[config.mk]
export PLATFORM = sky130hd
export DESIGN_NAME = freeze_ctrl
export DESIGN_NICKNAME = d
export VERILOG_FILES = /design/src/rtl/frz_pkg.sv /design/src/rtl/frz_rst_sync.sv /design/src/rtl/frz_sync.sv /design/src/rtl/frz_glitch_filter.sv /design/src/rtl/frz_fsm.sv /design/src/rtl/freeze_ctrl.sv
export SDC_FILE = /design/constraint.sdc
export NUM_CORES = 1
export LEC_CHECK = 0
export BUFFER_PORTS_ARGS = -buffer_cell sky130_fd_sc_hd__buf_2
export CAP_MARGIN = 20
export CORE_UTILIZATION = 59
export CTS_BUF_LIST = sky130_fd_sc_hd__clkbuf_4
export DETAILED_ROUTE_END_ITERATION = 7
export MAX_ROUTING_LAYER = met4
export PLACE_DENSITY = 0.88
export SLEW_MARGIN = 30
export SYNTH_ARGS = -nofsm -noshare
export SYNTH_HDL_FRONTEND = slang
export SYNTH_SLANG_ARGS = --single-unit
[constraint.sdc]
create_clock -name clk -period 0.8 [get_ports clk]
set_input_delay 0.12 -clock clk [delete_from_list [all_inputs] [get_ports clk]]
set_output_delay 0.12 -clock clk [all_outputs]
set_load 0.01 [all_outputs]
[src/rtl/frz_pkg.sv]
package frz_pkg;

  typedef enum logic [1:0] {
    ST_RUN    = 2'd0,
    ST_WAIT   = 2'd1,
    ST_FROZEN = 2'd2
  } frz_state_e;

  typedef enum logic {
    POL_PIN_ONLY  = 1'b0,
    POL_PIN_USER  = 1'b1
  } frz_policy_e;

endpackage

[src/rtl/frz_rst_sync.sv]
module frz_rst_sync (
  input  logic clk,
  input  logic rst_n_in,
  output logic rst_n_out
);

  logic [1:0] stg_q;

  always_ff @(posedge clk or negedge rst_n_in) begin
    if (!rst_n_in) begin
      stg_q <= 2'b00;
    end else begin
      stg_q <= {stg_q[0], 1'b1};
    end
  end

  assign rst_n_out = stg_q[1];

endmodule

[src/rtl/frz_sync.sv]
module frz_sync #(
  parameter int              WIDTH   = 1,
  parameter logic [WIDTH-1:0] RST_VAL = '0
) (
  input  logic             clk,
  input  logic             rst_n,
  input  logic [WIDTH-1:0] d_in,
  output logic [WIDTH-1:0] d_out
);

  logic [WIDTH-1:0] meta_q;
  logic [WIDTH-1:0] stab_q;

  for (genvar g = 0; g < WIDTH; g++) begin : g_bit
    always_ff @(posedge clk or negedge rst_n) begin
      if (!rst_n) begin
        meta_q[g] <= RST_VAL[g];
        stab_q[g] <= RST_VAL[g];
      end else begin
        meta_q[g] <= d_in[g];
        stab_q[g] <= meta_q[g];
      end
    end
  end

  assign d_out = stab_q;

endmodule

[src/rtl/frz_glitch_filter.sv]
module frz_glitch_filter #(
  parameter int   FILT_LEN = 4,
  parameter logic RST_LVL  = 1'b1
) (
  input  logic clk,
  input  logic rst_n,
  input  logic raw_in,
  output logic filt_out
);

  localparam int CW = (FILT_LEN > 2) ? $clog2(FILT_LEN) : 1;
  localparam logic [CW-1:0] LAST = CW'(FILT_LEN - 1);

  logic          lvl_q;
  logic          lvl_d;
  logic          lvl_ld;
  logic [CW-1:0] run_q;
  logic [CW-1:0] run_d;
  logic          run_en;
  logic          differs;

  assign differs = (raw_in != lvl_q);

  always_comb begin
    lvl_d  = raw_in;
    lvl_ld = differs && (run_q == LAST);
    run_en = differs || (run_q != '0);
    if (!differs || lvl_ld) begin
      run_d = '0;
    end else begin
      run_d = run_q + 1'b1;
    end
  end

  always_ff @(posedge clk or negedge rst_n) begin
    if (!rst_n) begin
      lvl_q <= RST_LVL;
    end else if (lvl_ld) begin
      lvl_q <= lvl_d;
    end
  end

  always_ff @(posedge clk or negedge rst_n) begin
    if (!rst_n) begin
      run_q <= '0;
    end else if (run_en) begin
      run_q <= run_d;
    end
  end

  assign filt_out = lvl_q;

endmodule

[src/rtl/frz_fsm.sv]
module frz_fsm
  import frz_pkg::*;
#(
  parameter int SETTLE_CYC = 50
) (
  input  logic       clk,
  input  logic       rst_n,
  input  logic       pin_req,
  input  logic       user_req,
  input  logic       policy,
  output logic       frozen,
  output logic       clk_en,
  output frz_state_e state_o
);

  localparam int CW = (SETTLE_CYC > 2) ? $clog2(SETTLE_CYC) : 1;
  localparam logic [CW-1:0] LAST = CW'(SETTLE_CYC - 1);

  frz_state_e    state_q;
  frz_state_e    state_d;
  logic [CW-1:0] cnt_q;
  logic [CW-1:0] cnt_d;
  logic          cnt_en;
  logic          req_ok;

  always_comb begin
    if (frz_policy_e'(policy) == POL_PIN_ONLY) begin
      req_ok = pin_req;
    end else begin
      req_ok = pin_req && user_req;
    end
  end

  always_comb begin
    state_d = state_q;
    cnt_d   = cnt_q;
    cnt_en  = 1'b0;
    unique case (state_q)
      ST_RUN: begin
        if (req_ok) begin
          state_d = ST_WAIT;
          cnt_d   = '0;
          cnt_en  = 1'b1;
        end
      end
      ST_WAIT: begin
        if (!req_ok) begin
          state_d = ST_RUN;
        end else if (cnt_q == LAST) begin
          state_d = ST_FROZEN;
        end else begin
          cnt_d  = cnt_q + 1'b1;
          cnt_en = 1'b1;
        end
      end
      ST_FROZEN: begin
        if (!req_ok) begin
          state_d = ST_RUN;
        end
      end
      default: state_d = ST_RUN;
    endcase
  end

  always_ff @(posedge clk or negedge rst_n) begin
    if (!rst_n) begin
      state_q <= ST_RUN;
    end else begin
      state_q <= state_d;
    end
  end

  always_ff @(posedge clk or negedge rst_n) begin
    if (!rst_n) begin
      cnt_q <= '0;
    end else if (cnt_en) begin
      cnt_q <= cnt_d;
    end
  end

  assign frozen  = (state_q == ST_FROZEN);
  assign clk_en  = (state_q != ST_FROZEN);
  assign state_o = state_q;

endmodule

[src/rtl/freeze_ctrl.sv]
module freeze_ctrl
  import frz_pkg::*;
#(
  parameter int CLK_MHZ   = 50,
  parameter int SETTLE_US = 1,
  parameter int FILT_LEN  = 4
) (
  input  logic clk,
  input  logic rst_n,
  input  logic frz_pin_n,
  input  logic user_frz_req,
  input  logic policy_sel,
  output logic frozen,
  output logic clk_en
);

  localparam int SETTLE_CYC = CLK_MHZ * SETTLE_US;

  logic       rst_core_n;
  logic       pin_sync;
  logic       pin_filt;
  logic [1:0] ctl_sync;
  logic       user_sync;
  logic       pol_sync;
  frz_state_e fsm_state;

  frz_rst_sync u_rst_sync (
    .clk       (clk),
    .rst_n_in  (rst_n),
    .rst_n_out (rst_core_n)
  );

  frz_sync #(
    .WIDTH   (1),
    .RST_VAL (1'b1)
  ) u_pin_sync (
    .clk   (clk),
    .rst_n (rst_core_n),
    .d_in  (frz_pin_n),
    .d_out (pin_sync)
  );

  frz_sync #(
    .WIDTH   (2),
    .RST_VAL (2'b00)
  ) u_ctl_sync (
    .clk   (clk),
    .rst_n (rst_core_n),
    .d_in  ({policy_sel, user_frz_req}),
    .d_out (ctl_sync)
  );

  assign user_sync = ctl_sync[0];
  assign pol_sync  = ctl_sync[1];

  frz_glitch_filter #(
    .FILT_LEN (FILT_LEN),
    .RST_LVL  (1'b1)
  ) u_pin_filt (
    .clk      (clk),
    .rst_n    (rst_core_n),
    .raw_in   (pin_sync),
    .filt_out (pin_filt)
  );

  frz_fsm #(
    .SETTLE_CYC (SETTLE_CYC)
  ) u_fsm (
    .clk      (clk),
    .rst_n    (rst_core_n),
    .pin_req  (~pin_filt),
    .user_req (user_sync),
    .policy   (pol_sync),
    .frozen   (frozen),
    .clk_en   (clk_en),
    .state_o  (fsm_state)
  );

endmodule

# --- Word-level counts from Yosys, hierarchy flattened ---
# Index checks and enable logic that the tools add are counted.
word_totals:
  register_bits: 19
  latchBits: 0
  ramBits: 0
  romBits: 0
  output_inout_bits: 2
  elab_cells: 50
  memories: 0
op_classes:
  add_sub_neg: 2
  multipliers: 0
  div_mod_pow: 0
  order_cmp: 0
  n_eq_ne: 11
  shift: 0
  n_mux: 15
  bitwise_logic: 1
  n_reduce_logical: 10
ops:
  columns: ["operator", "count"]
  rows:
  - ["6-bit two-way mux", 3]
  - ["6-bit case mux with 2 select lines", 1]
  - ["2-bit two-way mux", 5]
  - ["6-bit by 1-bit adder with 6-bit output (second input constant)", 1]
  - ["6-bit equality test (second input constant)", 1]
  - ["2-bit != test (second input constant)", 3]
  - ["2-bit case mux with 3 select lines", 1]
  - ["5-bit AND reduction", 1]
  - ["2-bit equality test (second input constant)", 2]
  - ["1-bit two-way mux", 4]
  - ["2-bit by 1-bit != test with 1-bit output (second input constant)", 2]
  - ["2-bit nonzero test", 2]
  - ["3-bit != test (second input constant)", 1]
  - ["3-bit AND reduction", 1]
  - ["2-bit by 1-bit adder with 2-bit output (second input constant)", 1]
  - ["2-bit by 1-bit equality test with 1-bit output (second input constant)", 1]
  - ["1-bit logical AND", 2]
  - ["2-bit logical NOT", 1]
  - ["1-bit logical OR", 2]
  - ["1-bit case mux with 2 select lines", 1]
  - ["1-bit logical NOT", 1]
  - ["1-bit != test", 1]
  - ["1-bit NOT", 1]

# --- Longest topological paths before layout ---
# Gate-level depths: netlist of run 1.
logic_depth:
  depth_word: 6
  ltp_mapped: 6
  depth_no_buf: 6

# --- By module ---
# Synthesis of run 1 repeated with hierarchy kept, for this count alone.
hier_totals:
  cells_unflattened: 68
  area_unflattened_um2: 818.3
by_module_without_submodules:
  columns: ["module", "instances", "cells_per_inst", "area_each_um2", "seq_area_each_um2"]
  rows:
  - ["frz_fsm", 1, 43, 431.7, 200.2]
  - ["frz_glitch_filter", 1, 15, 176.4, 76.3]
  - ["frz_sync (u_ctl_sync)", 1, 4, 100.1, 100.1]
  - ["frz_rst_sync", 1, 3, 53.8, 50.0]
  - ["frz_sync (u_pin_sync)", 1, 2, 52.6, 52.6]
  - ["freeze_ctrl", 1, 1, 3.8, 0.0]

# --- Worst setup path before layout of run 1 ---
# OpenSTA, ideal clock, no wires.
synth_path:
  kind: "flip-flop to flip-flop"
  from: "register u_fsm.cnt_q[1]"
  to: "register u_fsm.cnt_q[2]"
  setup_ns: 0.129
  arrival_time_ns: 1.316
  path_slack_ns: -0.645
  path_stages_with_launch: 7
  path_buffers: 0
  path_cell_list: "dfrtp_1 -> inv_1 -> ha_1 -> nand2_1 -> or4_4 -> nand2_1 -> o21ai_0"
synth_via:
  elab_chain_cells: 5
  elab_cells_between_ends: 10
  cone_classes: "1 x add/sub; 2 x eq/ne; 6 x mux; 1 x reduce/logical"
synth_lines:
  columns: ["item", "line_no", "source"]
  rows:
  - ["from (decl)", "frz_fsm.sv:21", "logic [CW-1:0] cnt_q;"]
  - ["from (signal assigned)", "frz_fsm.sv:77", "cnt_q <= cnt_d;"]
  - ["parallel branches: the longest is 5 deep, another holds 6-bit by 1-bit adder with 6-bit output", null, null]
# Several ways; the timed one is not identified. The select of a mux whose other input is x is not followed.
# A chain may end at the register's enable or synchronous reset.

# --- Final worst setup path of run 1 ---
layout_path:
  from: "register u_fsm.cnt_q[0]"
  to: "register u_fsm.state_q[1], in the netlist u_fsm.state_o[1]"
layout_via:
  elab_chain_cells: 3
layout_lines:
  columns: ["item", "line_no", "source"]
  rows:
  - ["6-bit equality test", "frz_fsm.sv:49", "end else if (cnt_q == LAST) begin"]
  - ["3-bit != test (no line)", null, null]
  - ["3-bit AND reduction (no line)", null, null]
  - ["to (signal assigned)", "frz_fsm.sv:69", "state_q <= state_d;"]
  - ["to (decl)", "frz_fsm.sv:19", "frz_state_e state_q;"]
# No other way between the ends.

==> impl_metrics.yaml, run 1 <==
power_and_ir_drop:
  power.leakage_nw: 0.5973
  power_density_nw_per_um2: 3022
  vdd_drop_max_v: 0.002547
  power.total_w: 0.003751
yosys:
  synth_compound_area_share_pct: 10.57
  ys_seq_elements: 19
  ys_warn_count: 0
  ys_seq_area_share_pct: 58.65
  synth_top_family_by_area: "simple AND/OR/NAND/NOR gates"
  synth-edff-count: 0
  yosys.area_share.adder_pct: 6.126
  synth_area_um2: 817.0
  async_flop_share_pct: 100.0
  ys.flop_type: "dfrtp_1"
  synthCells: 69
  avgSynthCellArea_um2: 11.84
  synth_xor_area_share_pct: 1.072
  yosysUniqueCellTypes: 30
  yosys.area_share.simple_pct: 18.99
  synth.area.mux_share_pct: 1.378
  synthesis.nets: 78
setup_path:
  start_kind: "flip-flop"
  cp.required_ns: 1.03
  end_kind: "flip-flop"
  worst-r2r-cell-count: 5
  ff2ff_setup_slack_ns: -0.82
  worst-setup-path-type: "flip-flop to flip-flop"
  cp-endpoint: "u_fsm.state_o[1]$_DFFE_PN0P_"
  arrival_ns: 1.85
  reg2reg_from: "u_fsm.cnt_q[0]$_DFFE_PN0P_"
  worstSetupStartpoint: "u_fsm.cnt_q[0]$_DFFE_PN0P_"
  worst-path-max-fanout: 3
  worst_r2r_endpoint: "u_fsm.state_o[1]$_DFFE_PN0P_"
sta:
  setup_violations: 13
  max_freq_ghz: 0.6174
  rsz0062_at_grt: "yes"
  period_share_pct: 202.5
  skew_ns: 0.01009
  final_max_slew_viol_count: 0
  final.setup.worst_slack_ns: -0.8196
  final.min_clock_period_ns: 1.620
  fin_hold_ws_ns: 0.1449
  setup_tns_ns: -7.528
  hold_viol: 0
global_route:
  grt-ovfl-total: 0
  grt_pass1_vias: 694
  antenna_found_initial: 0
  grt_pass1_wl_um: 3243
  grt_max_degree: 11
  grt_usage_pct: 34.89
finish:
  antennaDiodeCount: 0
  nNetsFinal: 110
  layout.cells.non_filler: 115
  syn2layout_area_growth_pct: 51.91
  drive_gt1_share_pct: 57.00
  most-common-layout-cells: "16 x dfrtp_1, 15 x buf_4"
  layout_commonest_cell: "dfrtp_1"
cts:
  cts_buffer_depth: 2
  clock-sinks: 19
  clk_pin_slew_ns: 0.12
  clk_latency_ns: 0.30
  cts_tree: "yes"
  root_buffer: "clkbuf_4"
  h-tree-depth: 1
  cts_made_buffers: 3
route:
  wl_um: 2717
  dr.pass1.iters: 4
  vias: 733
  drc_errors: 0
  wl_per_cell_um: 23.63
  vias_per_cell: 6.374
  ant_nets: 0
  drtIter0Drc: 23
run_status:
  violations: "setup timing"
  status: "finished, violations left"
floorplan:
  dieArea_um2: 1537
  rows: 13
  io_pins: 7
  die-width_um: 39.21
  fp.coreArea_um2: 1301
  die_h_um: 39.21
  start_util_pct: 62.79
placement:
  post-place-ws_ns: -0.6934
  dp.cells: 103
  place_congestion: 0.8735
  io_buffers: 6
  post-dp-hpwl_um: 1330
min_path:
  hold_path.class: "primary input to asynchronous set/reset pin"
run:
  maxCapViolCount: 0
==> timing repair <==
item                                    in CTS  in global routing
endpoints found under the setup margin      13                 13
resized for setup                           11                 19
pin swaps                                    6                  3
hold buffers                                 4                  0
endpoints found under the hold margin        5                  0
buffers inserted                             4                  2
==> flip-flops by register name (all words and copies together) (netlist names) <==
signal / count
u_ctl_sync.d_out: 2
u_fsm.state_o: 2
u_pin_sync.d_out: 1
u_rst_sync.stg_q: 2
u_pin_filt.run_q: 2
u_fsm.cnt_q: 6
u_ctl_sync.meta_q: 2
u_pin_sync.meta_q: 1
u_pin_filt.filt_out: 1
==> cell type report <==
cell class	instances	area (um^2)
clock buffers	4	30.03
multi-input cells	44	470.5
well taps	15	18.77
repair buffers	27	217.7
fillers	31	60.06
inverters	6	25.02
flip-flops and latches	19	479.2
==> routing by layer <==
metal	vias up	routed length (um)	track usage, %
li1	306	-	-
met1	366	1013	38.93
met2	44	1431	58.75
met3	17	164	5.780
met4	0	107	19.83
met5	-	0	-
==> stage by stage <==
| step | area (um^2) | utilization (%) |
|---|---|---|
| finish | 1241 | 95.38 |
| global route | 1241 | 95.38 |
| CTS | 1150 | 88.37 |
| detailed placement | 1013 | 77.88 |
| global placement | 1013 | 77.88 |
| floorplan | 867.1 | - |
==> power by group <==
part / switching, W / total, W / internal [W]
clock: 0.000310 / 0.000538 / 0.000228
sequential: 0.000275 / 0.00145 / 0.00118
combinational: 0.000865 / 0.00176 / 0.000893
==> synthesized netlist by cell type, drive strengths merged, types with 2 or more instances <==
cell type	count	area share [%]
o21ai	4	2.4
nor2b	2	1.5
inv	6	2.8
nor4	2	1.5
dfstp	3	9.6
nand3	5	3.1
dfrtp	16	49
ha	4	6.1
nand2	5	2.3
a211o	2	2.1
and3	2	1.5
==> worst min path at each step <==
stage	startpoint	to	slack, ns	depth (start not counted)
detailed placement	rst_n	u_rst_sync.stg_q[1]$_DFF_PN0_	-0.09	1
finish	rst_n	u_rst_sync.stg_q[0]$_DFF_PN0_	0.14	2
global placement	rst_n	u_rst_sync.stg_q[0]$_DFF_PN0_	-0.09	1
global route	rst_n	u_rst_sync.stg_q[0]$_DFF_PN0_	0.15	2
CTS	rst_n	u_rst_sync.stg_q[1]$_DFF_PN0_	0.13	2
floorplan	rst_n	u_rst_sync.stg_q[0]$_DFF_PN0_	-0.18	0
==> critical path, stage by stage (launching register included) <==
cell and delay, ns:
dfrtp_1 0.47, ha_4 0.19, nand2_4 0.05, or4_4 0.47
o21ai_2 0.15, nor3b_4 0.21
==> kinds of logic (layout without fill, tap and decap cells) <==
logic type,after synthesis,after routing
adders and majority gates,4,4
other,1,1
muxes,1,1
buffers and inverters,6,37
and+or+nand+nor,25,25
xor gates and xnor gates,1,1
AOI/OAI and AO/OA,12,12
DFF,19,19
Note: power is estimated with default switching activity, not from simulation.
==> inputs of run 2 (changes only) <==
- BUFFER_PORTS_ARGS: -buffer_cell sky130_fd_sc_hd__buf_2 -> -buffer_cell sky130_fd_sc_hd__buf_4
==> impl_metrics.yaml, run 2 (synthesis results as in run 1) <==
floorplan:
  rows: 13
  dieArea_um2: 1537
  die-width_um: 39.21
  fp.coreArea_um2: 1301
  io_pins: 7
  die_h_um: 39.21
  start_util_pct: 62.79
placement:
  post-dp-hpwl_um: 1323
  dp.cells: 106
  place_congestion: 0.8679
  dpl-instance-area_um2: 1051
  io_buffers: 6
route:
  drc_errors: 0
  vias_per_cell: 6.291
  wl_um: 2458
  drtIter0Drc: 20
  vias: 736
  dr.pass1.iters: 4
  ant_nets: 0
  wl_per_cell_um: 21.01
global_route:
  grt_usage_pct: 38.71
  antenna_found_initial: 0
  grt_pass1_wl_um: 3429
  grt-ovfl-total: 0
  grt_pass1_vias: 720
  grt_max_degree: 12
finish:
  fillers: 50
  top_register: "u_fsm.cnt_q"
  layout.cells.non_filler: 117
  most-common-layout-cells: "21 x buf_4, 15 x dfrtp_1"
  layout_commonest_cell: "buf_4"
  syn2layout_area_growth_pct: 46.40
  largest_reg_flops: 6
  design_area_um2: 1196
  multi_input_area_um2: 401.6
  nNetsFinal: 112
  seqCellArea_um2: 480.5
  antennaDiodeCount: 0
  drive_gt1_share_pct: 51.96
sta:
  final.min_clock_period_ns: 1.525
  fin_hold_ws_ns: 0.1691
  period_share_pct: 190.6
  setup_tns_ns: -6.863
  rsz0062_at_grt: "yes"
  final_max_slew_viol_count: 0
  hold_viol: 0
  setup_violations: 13
  skew_ns: 0.01075
  max_freq_ghz: 0.6558
  final.setup.worst_slack_ns: -0.7249
setup_path:
  end_kind: "flip-flop"
  worst-path-max-fanout: 3
  arrival_ns: 1.76
  worst-r2r-cell-count: 6
  reg2reg_from: "u_fsm.cnt_q[1]$_DFFE_PN0P_"
  cp.required_ns: 1.03
  ff2ff_setup_slack_ns: -0.72
  worst_r2r_endpoint: "u_fsm.state_o[1]$_DFFE_PN0P_"
  start_kind: "flip-flop"
  worst-setup-path-type: "flip-flop to flip-flop"
run_status:
  violations: "setup timing"
  status: "finished, violations left"
cts:
  clk_latency_ns: 0.30
  h-tree-depth: 1
  clock-sinks: 19
  clk_pin_slew_ns: 0.12
  cts_tree: "yes"
  root_buffer: "clkbuf_4"
  cts_buffer_depth: 2
  cts_made_buffers: 3
power_and_ir_drop:
  vdd_drop_max_v: 0.002492
  clockPowerShare_pct: 14.3
  pwr-share-comb_pct: 44.8
  power_frac_seq_pct: 41.0
  power_density_nw_per_um2: 2880
  p_switching_w: 0.001284
  internal-power_w: 0.002161
  swShare_pct: 37.27
  power.leakage_nw: 0.5865
  power.total_w: 0.003445
run:
  maxCapViolCount: 0
min_path:
  hold_path.class: "primary input to asynchronous set/reset pin"
## run 2: stage by stage
stage	setup slack [ns]	util [%]
3_3_place_gp	-0.5916	80.77
2_1_floorplan	-0.5876	-
6_report	-0.7249	91.92
5_1_grt	-0.8127	91.92
3_5_place_dp	-0.6608	80.77
4_1_cts	-0.6764	91.83
## run 2: repair_timing
item	CTS	global route
hold endpoints to repair	5	0
resized for setup	15	1
endpoints found under the setup margin	13	13
pin swaps	6	0
buffers inserted	3	0
hold buffers	4	0
## run 2: power groups by stage
stage	Combinational [W]	Sequential [W]	Clock, W
6_report	0.00154	0.00141	0.000492
5_1_grt	0.00163	0.00142	0.000541
4_1_cts	0.00145	0.00137	0.000481
3_5_place_dp	0.00120	0.00138	0
3_3_place_gp	0.00112	0.00136	0
2_1_floorplan	0.000628	0.00141	0
## run 2: cell type report
class / count / area share (%)
Sequential cell: 19 / 40.17
Multi-Input combinational cell: 44 / 33.58
Timing Repair Buffer: 29 / 20.29
Inverter: 6 / 2.092
Clock buffer: 3 / 1.883
Tap cell: 15 / 1.569
Clock inverter: 1 / 0.4184
## run 2: worst max-delay path by stage
stage / start / to / slack (ns) / depth (start not counted)
after floorplan: u_fsm.cnt_q[1]$_DFFE_PN0P_ / u_fsm.cnt_q[1]$_DFFE_PN0P_ / -0.59 / 6
after CTS: u_fsm.cnt_q[1]$_DFFE_PN0P_ / u_fsm.state_o[1]$_DFFE_PN0P_ / -0.68 / 6
after global placement: u_fsm.cnt_q[1]$_DFFE_PN0P_ / u_fsm.state_o[1]$_DFFE_PN0P_ / -0.59 / 6
after detailed placement: u_fsm.cnt_q[1]$_DFFE_PN0P_ / u_fsm.cnt_q[0]$_DFFE_PN0P_ / -0.66 / 6
after global routing: u_fsm.cnt_q[1]$_DFFE_PN0P_ / u_fsm.state_o[1]$_DFFE_PN0P_ / -0.81 / 6
final: u_fsm.cnt_q[1]$_DFFE_PN0P_ / u_fsm.state_o[1]$_DFFE_PN0P_ / -0.72 / 6
## run 2: worst max-delay path, cell delays in order (launching register included)
cell,delay [ns]
dfrtp_1,0.41
inv_1,0.06
ha_1,0.13
nand2_1,0.06
or4_4,0.47
o21ai_2,0.14
nor3b_2,0.18
## run 2: layer usage
metal,routed length (um),track usage [%],vias up
li1,-,-,309
met1,872,40.54,352
met2,1284,65.42,59
met3,174,9.249,16
met4,127,23.28,0
met5,0,-,-
==> inputs of run 3 (changes only) <==
--- a/config.mk
+++ b/config.mk
@@ -10,4 +10,5 @@
 export CORE_UTILIZATION = 59
 export CTS_BUF_LIST = sky130_fd_sc_hd__clkbuf_4
+export CTS_CLUSTER_SIZE = 10
 export DETAILED_ROUTE_END_ITERATION = 7
 export MAX_ROUTING_LAYER = met4
==> constraint.sdc (replaced) <==
create_clock -name clk -period 0.8 [get_ports clk]
set_input_delay 0.12 -clock clk [delete_from_list [all_inputs] [get_ports clk]]
set_output_delay 0.12 -clock clk [all_outputs]
set_load 0.05 [all_outputs]
==> impl_metrics.yaml, run 3 <==
yosys:
  yosys-top-cells-area: "dfrtp_1 49%, dfstp_2 9.6%, ha_1 6.1%, nand3_1 3.1%, inv_1 2.8%"
  yosysUniqueCellTypes: 30
  ys_seq_area_share_pct: 58.65
  yosys.cell_count.top_type: "dfrtp_1"
  synth_top_area_cell: "dfrtp_1"
  synthCells: 69
  ys.flop_type: "dfrtp_1"
  synth_top_area_share_pct: 49.00
  ys_seq_elements: 19
  synth-edff-count: 0
  ys_warn_count: 0
  avgSynthCellArea_um2: 11.84
  synth_common_cells: "16 x dfrtp_1, 6 x inv_1, 5 x nand2_1, 5 x nand3_1, 4 x ha_1"
  synthesis.nets: 78
  async_flop_share_pct: 100.0
  synth_area_um2: 817.0
floorplan:
  io_pins: 7
  rows: 13
  die_h_um: 39.21
  die-width_um: 39.21
  start_util_pct: 62.79
placement:
  io_buffers: 6
  post-dp-hpwl_um: 1402
  place_congestion: 0.8829
run_status:
  tool.error: "[ERROR DPL-0038] Utilization greater than 100%, impossible to legalize"
  status: "did not finish"
  failed_stage: "global routing (5_1_grt)"
global_route:
  grt_max_degree: 12
cts:
  cts_buffer_depth: 2
  clock-sinks: 19
  cts_made_buffers: 3
  h-tree-depth: 1
  root_buffer: "clkbuf_4"
sta:
  postGrtWorstEndpoint: "u_fsm.state_o[1]$_DFFE_PN0P_/D"
  worst_endpoint_kind: "register data pin"
run 3: kinds of logic after synthesis:
family / share of synthesized area (%)
AOI/OAI and AO/OA: 10.57
xor gates and xnor gates: 1.072
adders and majority gates: 6.126
buffers and inverters: 2.756
DFF: 58.65
muxes: 1.378
other: 0.4590
and+or+nand+nor: 18.99
run 3: through the flow:
stage / hold WS [ns] / cell area (um^2) / instances / setup WS [ns] / utilization [%]
after CTS: 0.1095 / 1234 / 120 / -0.6577 / 94.81
after detailed placement: -0.09680 / 1052 / 107 / -0.6436 / 80.87
after global placement: -0.09757 / 1052 / 107 / -0.5926 / 80.87
after floorplan: -0.1756 / 860.8 / 69 / -0.5877 / -
run 3: repair_timing:
| action | 4_1_cts |
|---|---|
| resized for setup | 16 |
| setup endpoints to repair | 13 |
| hold buffers | 4 |
| pin swaps | 3 |
| hold endpoints to repair | 5 |
| buffers inserted | 5 |
==> inputs of run 4 (changes only) <==
- CORE_AREA: unset -> 2 2 63 65
- CORE_UTILIZATION: 59 -> unset
- CTS_BUF_LIST: sky130_fd_sc_hd__clkbuf_4 -> unset
- CTS_CLUSTER_SIZE: 10 -> unset
- DIE_AREA: unset -> 0 0 65 67
- MAX_ROUTING_LAYER: met4 -> unset
- PLACE_DENSITY: 0.88 -> unset
- PLACE_DENSITY_LB_ADDON: unset -> 0.15
==> impl_metrics.yaml, run 4 (synthesis results as in run 1) <==
run_status:
  status: "finished, violations left"
  violations: "setup timing"
route:
  drtIter0Drc: 36
  vias_per_cell: 4.152
  ant_nets: 0
  wl_per_cell_um: 10.48
  wl_um: 1582
  vias: 627
  dr.pass1.iters: 4
  drc_errors: 0
cts:
  cts_tree: "yes"
  cts_buffer_depth: 2
  root_buffer: "clkbuf_8"
  clk_pin_slew_ns: 0.07
  cts_made_buffers: 3
  h-tree-depth: 1
  clk_latency_ns: 0.26
  clock-sinks: 19
power_and_ir_drop:
  power.leakage_nw: 0.5891
  power_density_nw_per_um2: 2715
  vdd_drop_max_v: 0.001415
floorplan:
  rows: 22
  die-width_um: 65
  fp.coreArea_um2: 3606
  start_util_pct: 22.66
  dieArea_um2: 4355
  die_h_um: 67
  io_pins: 7
placement:
  io_buffers: 6
  post-dp-hpwl_um: 1185
  place_congestion: 0.8291
  dp.cells: 140
global_route:
  grt_pass1_wl_um: 2766
  grt-ovfl-total: 0
  antenna_found_initial: 0
  grt_pass1_vias: 620
  grt_usage_pct: 8.678
  grt_max_degree: 13
finish:
  drive_gt1_share_pct: 50.49
  syn2layout_area_growth_pct: 56.97
  largest_reg_flops: 6
  layout_commonest_cell: "buf_4"
  nNetsFinal: 113
  most-common-layout-cells: "21 x buf_4, 16 x dfrtp_1, 4 x inv_1, 4 x dlygate4sd3_1, 4 x buf_6"
  antennaDiodeCount: 0
  top_register: "u_fsm.cnt_q"
  layout.cells.non_filler: 151
min_path:
  hold_path.class: "flip-flop to asynchronous set/reset pin"
setup_path:
  end_kind: "flip-flop"
  cp.required_ns: 0.98
  worst-path-max-fanout: 3
  reg2reg_from: "u_fsm.cnt_q[1]$_DFFE_PN0P_"
  worstSetupStartpoint: "u_fsm.cnt_q[1]$_DFFE_PN0P_"
  cpPeakStageDelay_ns: 0.44
  cp_slowest_cell: "or4_4"
  start_kind: "flip-flop"
  arrival_ns: 1.64
  path_cells: "inv_1 > ha_2 > nand2_2 > or4_4 > o21ai_1 > nor3b_2"
  worst-setup-path-type: "flip-flop to flip-flop"
sta:
  rsz0062_at_grt: "yes"
  final_max_slew_viol_count: 0
  final.min_clock_period_ns: 1.455
  period_share_pct: 181.9
  skew_ns: 0.001377
  final.setup.worst_slack_ns: -0.6555
  fin_hold_ws_ns: 0.1561
  max_freq_ghz: 0.6871
  hold_viol: 0
  setup_violations: 13
run:
  maxCapViolCount: 0
[run 4: worst paths after layout]
path                                                      end  slack (ns)  cells past startpoint
worst min-delay path               u_fsm.cnt_q[5]$_DFFE_PN0P_        0.16                      1
worst min register to register     u_fsm.cnt_q[5]$_DFFE_PN0P_        0.16                      1
worst max-delay path             u_fsm.state_o[1]$_DFFE_PN0P_       -0.66                      6
min in group clk                u_ctl_sync.d_out[1]$_DFF_PN0_        0.35                      0
max in group asynchronous         u_pin_sync.meta_q$_DFF_PN1_        0.38                      1
worst max register to register   u_fsm.state_o[1]$_DFFE_PN0P_       -0.66                      6
[run 4: area by class of cell]
| type | instances | area [um^2] |
|---|---|---|
| clock inverters | 1 | 7.507 |
| flip-flops and latches | 19 | 479.2 |
| repair buffers | 30 | 257.7 |
| well taps | 48 | 60.06 |
| clock buffers | 3 | 41.29 |
| inverters | 6 | 30.03 |
| fillers | 363 | 2323 |
| multi-input cells | 44 | 406.6 |
[run 4: worst max-delay path: cells and delay by family, from the launching register on]
family / cells / cell delay [ns]
AOI/OAI and AO/OA: 1 / 0.12
DFF: 1 / 0.38
buffers and inverters: 1 / 0.06
adders and majority gates: 1 / 0.17
and+or+nand+nor: 3 / 0.66
[run 4: metal layers]
| layer | vias up | global-route usage, % | part of all wire (%) |
|---|---|---|---|
| li1 | 310 | - | - |
| met1 | 303 | 9.990 | 43 |
| met2 | 10 | 13.79 | 51 |
| met3 | 4 | 3.716 | 3.4 |
| met4 | 0 | 4.255 | 2.6 |
| met5 | - | 0 | 0 |
[run 4: what timing repair did]
item                                   4_1_cts  5_1_grt
resized for setup                            6       11
pin swaps                                    1        4
endpoints found under the hold margin        5        0
setup buffers                                3        1
hold buffers                                 4        0
setup endpoints to repair                   13       13
[run 4: stage by stage]
step	cell area (um^2)	utilization (%)	total power, W	setup slack [ns]	setup TNS, ns
3_5_place_dp	1094	30.33	0.002496	-0.6310	-6.044
4_1_cts	1235	34.25	0.003400	-0.6484	-6.588
5_1_grt	1282	35.57	0.003771	-0.7448	-7.496
2_1_floorplan	860.8	-	0.002015	-0.5877	-4.946
3_3_place_gp	1094	30.33	0.002494	-0.6163	-5.871
6_report	1282	35.57	0.003482	-0.6555	-6.483
[run 4: power by group]
part / internal, W / switching, W / total [W]
clock: 0.000351 / 0.000335 / 0.000686
combinational: 0.000791 / 0.000620 / 0.00141
sequential: 0.00118 / 0.000204 / 0.00138
